[src/rtl/ftx_pkg.sv]
package ftx_pkg;
  localparam int SYM_W    = 4;
  localparam int PAR_SYMS = 4;
  localparam logic [4:0] GF_POLY = 5'b10011;

  typedef enum logic [2:0] {S_IDLE, S_DATA, S_CRC, S_PAD, S_PAR} tx_state_e;
  typedef enum logic [1:0] {R_DATA, R_CRC, R_END} resume_e;

  function automatic logic [3:0] gf_mul(input logic [3:0] a, input logic [3:0] b);
    logic [3:0] acc;
    logic [3:0] x;
    acc = '0;
    x   = a;
    for (int i = 0; i < 4; i++) begin
      if (b[i]) acc = acc ^ x;
      x = x[3] ? ({x[2:0], 1'b0} ^ GF_POLY[3:0]) : {x[2:0], 1'b0};
    end
    return acc;
  endfunction

  // coefficients g3..g0 of the monic degree-4 generator, roots alpha^1..alpha^4
  function automatic logic [15:0] gen_poly();
    logic [3:0] c [0:4];
    logic [3:0] r;
    c[0] = 4'h1;
    for (int j = 1; j <= 4; j++) c[j] = 4'h0;
    r = 4'h1;
    for (int i = 1; i <= 4; i++) begin
      r = gf_mul(r, 4'h2);
      for (int j = 4; j >= 1; j--) c[j] = c[j-1] ^ gf_mul(c[j], r);
      c[0] = gf_mul(c[0], r);
    end
    return {c[3], c[2], c[1], c[0]};
  endfunction
endpackage

[src/rtl/ftx_crc32.sv]
module ftx_crc32 #(
  parameter logic [31:0] POLY_REF = 32'hEDB88320
) (
  input  logic clk,
  input  logic rst_n,
  input  logic clr,
  input  logic absorb,
  input  logic emit,
  input  logic din,
  output logic out_bit
);
  logic [31:0] crc_q, crc_d;

  always_comb begin
    crc_d = crc_q;
    if (clr)         crc_d = '1;
    else if (absorb) crc_d = (crc_q >> 1) ^ ({32{crc_q[0] ^ din}} & POLY_REF);
    else if (emit)   crc_d = {1'b1, crc_q[31:1]};
  end

  always_ff @(posedge clk or negedge rst_n) begin
    if (!rst_n) crc_q <= '1;
    else        crc_q <= crc_d;
  end

  assign out_bit = ~crc_q[0];
endmodule

[src/rtl/ftx_rs_enc.sv]
module ftx_rs_enc import ftx_pkg::*; (
  input  logic             clk,
  input  logic             rst_n,
  input  logic             clr,
  input  logic             feed,
  input  logic             drain,
  input  logic [SYM_W-1:0] sym,
  output logic [SYM_W-1:0] par_sym
);
  localparam logic [15:0] GEN = gen_poly();

  logic [SYM_W-1:0] p_q [PAR_SYMS];
  logic [SYM_W-1:0] p_d [PAR_SYMS];
  logic [SYM_W-1:0] fb;

  assign fb      = sym ^ p_q[PAR_SYMS-1];
  assign par_sym = p_q[PAR_SYMS-1];

  always_comb begin
    for (int k = 0; k < PAR_SYMS; k++) begin
      p_d[k] = p_q[k];
      if (clr) begin
        p_d[k] = '0;
      end else if (feed) begin
        p_d[k] = (k == 0) ? gf_mul(fb, GEN[3:0])
                          : p_q[(k == 0) ? 0 : k-1] ^ gf_mul(fb, GEN[4*k +: 4]);
      end else if (drain) begin
        p_d[k] = (k == 0) ? '0 : p_q[(k == 0) ? 0 : k-1];
      end
    end
  end

  always_ff @(posedge clk or negedge rst_n) begin
    if (!rst_n) begin
      for (int k = 0; k < PAR_SYMS; k++) p_q[k] <= '0;
    end else begin
      for (int k = 0; k < PAR_SYMS; k++) p_q[k] <= p_d[k];
    end
  end
endmodule

[src/rtl/ftx_scrambler.sv]
module ftx_scrambler #(
  parameter int W   = 7,
  parameter int TAP = 4
) (
  input  logic clk,
  input  logic rst_n,
  input  logic clr,
  input  logic adv,
  output logic key
);
  logic [W-1:0] s_q, s_d;

  assign key = s_q[W-1] ^ s_q[TAP-1];

  always_comb begin
    s_d = s_q;
    if (clr)      s_d = '1;
    else if (adv) s_d = {s_q[W-2:0], key};
  end

  always_ff @(posedge clk or negedge rst_n) begin
    if (!rst_n) s_q <= '1;
    else        s_q <= s_d;
  end
endmodule

[src/rtl/ftx_seq.sv]
module ftx_seq import ftx_pkg::*; #(
  parameter int LEN_W    = 8,
  parameter int BLK_SYMS = 11
) (
  input  logic             clk,
  input  logic             rst_n,
  input  logic             frm_avail,
  input  logic [LEN_W-1:0] frm_len,
  input  logic [7:0]       rd_data,
  output logic             rd_en,
  input  logic             bit_en,
  output logic             ser_bit,
  output logic             ser_vld,
  output logic             frm_done
);
  localparam int CNT_W    = $clog2(BLK_SYMS + 1);
  localparam int CRC_NIBS = 32 / SYM_W;

  tx_state_e        st_q, st_d;
  resume_e          after_q, after_d, nxt;
  logic [7:0]       byte_q, byte_d;
  logic [LEN_W-1:0] left_q, left_d;
  logic             hi_q, hi_d;
  logic [1:0]       bcnt_q, bcnt_d, par_q, par_d;
  logic [2:0]       col_q, col_d, crcn_q, crcn_d;
  logic [CNT_W-1:0] blk_q, blk_d, blk_inc;
  logic             sbit_q, sbit_d, svld_q, done_q, done_d;

  logic emitting, sym_end, pay_end, blk_wrap, raw_bit, key, crc_bit;
  logic sub_clr, crc_abs, crc_emit, rs_feed, rs_drain;
  logic [SYM_W-1:0] nib, rs_sym, par_sym;

  ftx_crc32 u_crc (.clk(clk), .rst_n(rst_n), .clr(sub_clr), .absorb(crc_abs),
                   .emit(crc_emit), .din(raw_bit), .out_bit(crc_bit));
  ftx_rs_enc u_rs (.clk(clk), .rst_n(rst_n), .clr(sub_clr), .feed(rs_feed),
                   .drain(rs_drain), .sym(rs_sym), .par_sym(par_sym));
  ftx_scrambler #(.W(7), .TAP(4)) u_scr (.clk(clk), .rst_n(rst_n), .clr(sub_clr),
                   .adv(emitting), .key(key));

  assign emitting = bit_en && (st_q == S_DATA || st_q == S_CRC || st_q == S_PAR);
  assign sym_end  = emitting && (bcnt_q == 2'd3);
  assign nib      = hi_q ? byte_q[7:4] : byte_q[3:0];
  assign blk_inc  = blk_q + CNT_W'(1);
  assign blk_wrap = (blk_inc == CNT_W'(BLK_SYMS));

  always_comb begin
    case (st_q)
      S_DATA:  raw_bit = nib[bcnt_q];
      S_CRC:   raw_bit = crc_bit;
      S_PAR:   raw_bit = par_sym[bcnt_q];
      default: raw_bit = 1'b0;
    endcase
  end

  // next-state process
  always_comb begin
    st_d = st_q;   after_d = after_q; byte_d = byte_q; left_d = left_q;
    hi_d = hi_q;   bcnt_d = bcnt_q;   par_d = par_q;   col_d = col_q;
    crcn_d = crcn_q; blk_d = blk_q;   done_d = 1'b0;
    rd_en = 1'b0;  sub_clr = 1'b0;    crc_abs = 1'b0;  crc_emit = 1'b0;
    rs_feed = 1'b0; rs_drain = 1'b0;  rs_sym = {raw_bit, col_q};
    pay_end = 1'b0; nxt = R_DATA;

    if (emitting) begin
      bcnt_d = bcnt_q + 2'd1;
      col_d  = {raw_bit, col_q[2:1]};
    end
    sbit_d = emitting ? (raw_bit ^ key) : 1'b0;

    case (st_q)
      S_IDLE: begin
        sub_clr = 1'b1;
        bcnt_d = '0; par_d = '0; crcn_d = '0; blk_d = '0; hi_d = 1'b0;
        if (frm_avail) begin
          left_d = frm_len;
          if (frm_len != '0) begin
            rd_en  = 1'b1;
            byte_d = rd_data;
            st_d   = S_DATA;
          end else begin
            st_d   = S_CRC;
          end
        end
      end
      S_DATA: begin
        crc_abs = emitting;
        if (sym_end) begin
          pay_end = 1'b1;
          if (!hi_q) begin
            hi_d = 1'b1;
          end else begin
            hi_d   = 1'b0;
            left_d = left_q - LEN_W'(1);
            if (left_q == LEN_W'(1)) begin
              nxt = R_CRC;
            end else begin
              rd_en  = 1'b1;
              byte_d = rd_data;
            end
          end
        end
      end
      S_CRC: begin
        crc_emit = emitting;
        if (sym_end) begin
          pay_end = 1'b1;
          crcn_d  = crcn_q + 3'd1;
          nxt     = (crcn_q == 3'(CRC_NIBS - 1)) ? R_END : R_CRC;
        end
      end
      S_PAD: begin
        rs_feed = 1'b1;
        rs_sym  = '0;
        blk_d   = blk_wrap ? '0 : blk_inc;
        if (blk_wrap) begin
          st_d    = S_PAR;
          after_d = R_END;
          par_d   = '0;
        end
      end
      S_PAR: begin
        if (sym_end) begin
          rs_drain = 1'b1;
          par_d    = par_q + 2'd1;
          if (par_q == 2'(PAR_SYMS - 1)) begin
            case (after_q)
              R_DATA:  st_d = S_DATA;
              R_CRC:   st_d = S_CRC;
              default: begin st_d = S_IDLE; done_d = 1'b1; end
            endcase
          end
        end
      end
      default: st_d = S_IDLE;
    endcase

    if (pay_end) begin
      rs_feed = 1'b1;
      blk_d   = blk_wrap ? '0 : blk_inc;
      if (blk_wrap) begin
        st_d = S_PAR; after_d = nxt; par_d = '0;
      end else if (nxt == R_END) st_d = S_PAD;
      else if (nxt == R_CRC)     st_d = S_CRC;
      else                       st_d = S_DATA;
    end
  end

  // register process
  always_ff @(posedge clk or negedge rst_n) begin
    if (!rst_n) begin
      st_q <= S_IDLE; after_q <= R_DATA; byte_q <= '0; left_q <= '0;
      hi_q <= 1'b0; bcnt_q <= '0; par_q <= '0; col_q <= '0; crcn_q <= '0;
      blk_q <= '0; sbit_q <= 1'b0; svld_q <= 1'b0; done_q <= 1'b0;
    end else begin
      st_q <= st_d; after_q <= after_d; byte_q <= byte_d; left_q <= left_d;
      hi_q <= hi_d; bcnt_q <= bcnt_d; par_q <= par_d; col_q <= col_d;
      crcn_q <= crcn_d; blk_q <= blk_d; sbit_q <= sbit_d; svld_q <= emitting;
      done_q <= done_d;
    end
  end

  assign ser_bit  = sbit_q;
  assign ser_vld  = svld_q;
  assign frm_done = done_q;
endmodule

[config.mk]
export PLATFORM = sky130hd
export DESIGN_NAME = ftx_seq
export DESIGN_NICKNAME = d
export VERILOG_FILES = /design/src/rtl/ftx_pkg.sv /design/src/rtl/ftx_crc32.sv /design/src/rtl/ftx_rs_enc.sv /design/src/rtl/ftx_scrambler.sv /design/src/rtl/ftx_seq.sv
export SDC_FILE = /design/constraint.sdc
export NUM_CORES = 1
export LEC_CHECK = 0
export BUFFER_PORTS_ARGS = -buffer_cell sky130_fd_sc_hd__buf_4
export CORE_ASPECT_RATIO = 2
export CORE_MARGIN = 2
export CORE_UTILIZATION = 53
export DETAILED_ROUTE_END_ITERATION = 8
export PLACE_DENSITY = 0.78
export SLEW_MARGIN = 20
export SYNTH_ARGS = -nofsm -noshare
export SYNTH_HDL_FRONTEND = slang
export SYNTH_HIERARCHICAL = 1
export SYNTH_SLANG_ARGS = --single-unit
[constraint.sdc]
create_clock -name clk -period 2.2 [get_ports clk]
set_input_delay 0.11 -clock clk [delete_from_list [all_inputs] [get_ports clk]]
set_output_delay 0.11 -clock clk [all_outputs]
set_load 0.01 [all_outputs]
==> out/qor.yml <==
status: "finished with violations"
violations: "negative setup slack"
dp.cells: 637
final_util_pct: 64.72
cts_sinks: 94
syn2layout_area_growth_pct: 18.85
initial_utilization_pct: 54.45
grt_max_degree: 48
final_common_cell: "buf_4"
die_height_um: 145.6
ctsRootBufferMaster: "clkbuf_16"
overflow: 0
die_area_um2: 10900
synth_compound_area_share_pct: 19.86
fin_ws_ns: -0.1031
vias_per_cell: 6.015
synth_simple_gate_area_share_pct: 11.63
synth_cell_types: 72
avgRoutedWirePerCell_um: 17.67
p_per_area_nw_per_um2: 1146
layout.nets: 563
dp_hpwl_um: 8126
synth_edf_count: 0
place.gp.congestion: 0.8861
grt_pass1_vias: 4076
drive_gt1_share_pct: 33.77
cp-start-kind: "flop"
cts_made_buffers: 9
yosys.area_share.adder_pct: 2.118
async_flop_share_pct: 100.0
clk_pin_slew_ns: 0.07
cts_buffer_depth: 2
wirelength_um: 11860
final_cells: 671
arrival_ns: 2.52
finalCriticalPeriod_ns: 2.303
post-route-period-util_pct: 104.7
grt_pass1_wl_um: 19070
multiInputGateArea_um2: 2748
htreeDepth: 3
syn_area_per_cell_um2: 11.19
worstPathRequired_ns: 2.42
worst_pin_slew_ns: 0.6454
drt-initial-drc-count: 209
row_count: 51
crit_fanout: 4
hold_path_class: "input port to flop"
cts_tree: "yes"
syn_nets: 504
clock.fmax_mhz: 434.2
yosysSeqAreaShare_pct: 45.16
dr.pass1.iters: 4
slew_viol_final: 0
setup_viol: 10
vias: 4036
critPathKind: "flop to flop"
yosys_warnings: 6
final_cell_mix: "69 x buf_4, 53 x dfrtp_1, 39 x dfstp_2"
coreArea_um2: 9763
slew_headroom_pct: 56.97
crit_path_end_kind: "flop"
grt_use_total_pct: 22.56
hold_viol: 0
vdd_ir_drop_max_v: 0.0005973
p_leak_nw: 2.586
fill_cells: 747
drc_errors: 0
drv_cap: 0
seqCellArea_um2: 2404
yosys.area_share.xor_xnor_pct: 7.955
io_pins: 24
postRouteAntennaNets: 0
die_width_um: 74.82
antenna_found_initial: 0
synthMuxAreaShare_pct: 8.167
clock_skew_ns: 0.004887
rsz0062_at_grt: "yes"
syn_inst: 475
p_total_w: 0.007243
synth_top_family_by_area: "compound AO/OA/AOI/OAI gates"
portBuffers: 23
diodes: 0
synth_top_flop_cell: "dfrtp_1"
syn-cell-area_um2: 5316
ys_seq_elements: 94
clock_latency_ns: 0.34
finalSetupTns_ns: -0.5229
-- flip-flops by register name, indices dropped and copies added, names as in the netlist, 4 cells and up --
signal	flops
blk_q	4
byte_q	8
left_q	8
u_crc/crc_q	32
u_rs/p_q	12
u_rs/par_sym	4
u_scr/s_q	7
-- stage by stage --
stage | hold WS [ns] | worst slack (ns) | instance area, um^2
2_1_floorplan | -0.1856 | 0.004727 | 5319
5_1_grt | 0.005071 | -0.1972 | 6319
3_3_place_gp | 0.1666 | -0.1160 | 5784
4_1_cts | 0.003398 | -0.08181 | 6201
3_5_place_dp | 0.1753 | -0.1939 | 5784
6_report | 0.01341 | -0.1031 | 6319
-- cell usage after synthesis, types with 6 or more instances --
cell type | number | share of area, %
dfrtp_1 | 55 | 26
dfstp_2 | 39 | 19
nand2_1 | 29 | 2.0
a211oi_1 | 28 | 4.0
mux2i_1 | 22 | 4.1
nor2_1 | 20 | 1.4
o22a_1 | 19 | 3.1
a21oi_1 | 18 | 1.7
o21ai_0 | 18 | 1.7
mux2_2 | 13 | 2.8
o31a_1 | 13 | 2.1
xnor2_1 | 13 | 2.1
a32oi_1 | 12 | 2.0
clkbuf_1 | 12 | 0.85
inv_1 | 12 | 0.85
nor2b_1 | 12 | 1.4
nand3_1 | 10 | 0.94
xor2_1 | 10 | 1.6
ha_1 | 9 | 2.1
and2_1 | 7 | 0.82
buf_2 | 6 | 0.56
nor3_1 | 6 | 0.56
-- cell type report --
cell class | count | area share, %
clock buffer | 10 | 3.624
clock inverter | 6 | 0.6931
inverter | 12 | 0.7129
multi-input combinational | 335 | 43.49
sequential | 94 | 38.04
tap | 132 | 2.614
timing repair buffer | 82 | 10.83
-- worst max-delay path, stage by stage, from the launching register on --
cell      delay, ns
dfrtp_1        0.41
buf_4          0.14
mux4_2         0.49
nand4_1        0.13
o211ai_1       0.16
xnor2_2        0.18
buf_6          0.16
xnor2_4        0.21
xor2_1         0.21
a211oi_2       0.09
-- repair_timing --
action / CTS / global route
gates resized for setup: 9 / 13
buffers inserted: 5 / 8
hold endpoints to repair: 33 / 0
pin swaps: 9 / 18
endpoints found under the setup margin: 22 / 29
hold buffers: 5 / 0
-- power by group --
part           internal (W)  switching, W
clock              0.000776      0.000664
sequential          0.00218      0.000289
combinational       0.00161       0.00172
total               0.00457       0.00268
-- logic make-up after synthesis --
family | Yosys count
xor gates and xnor gates | 33
buffers and inverters | 46
DFF | 94
and+or+nand+nor | 112
muxes | 38
adders and majority gates | 9
AOI/OAI and AO/OA | 143
-- final timing paths --
path,startpoint,endpoint,slack (ns),cells after the start
worst min-delay path,rd_data[0],byte_q[0]$_DFFE_PN0P_,0.01,2
min in group asynchronous,rst_n,left_q[6]$_DFFE_PN0P_,0.34,2
worst min register to register,crcn_q[2]$_DFFE_PN0P_,crcn_q[2]$_DFFE_PN0P_,0.51,2
worst max register to register,hi_q$_DFFE_PN0P_,u_rs/p_q[15]$_DFFE_PN0P_,-0.10,9
worst max-delay path,hi_q$_DFFE_PN0P_,u_rs/p_q[15]$_DFFE_PN0P_,-0.10,9
max in group asynchronous,rst_n,u_crc/crc_q[8]$_DFFE_PN1P_,1.12,3
-- routing by layer --
metal	wire length, um	track usage [%]
met3	346	4.224
met1	4570	25.51
met2	6439	38.20
met5	0	0
met4	502	12.59
No activity file was read; power rests on OpenSTA's default activity.
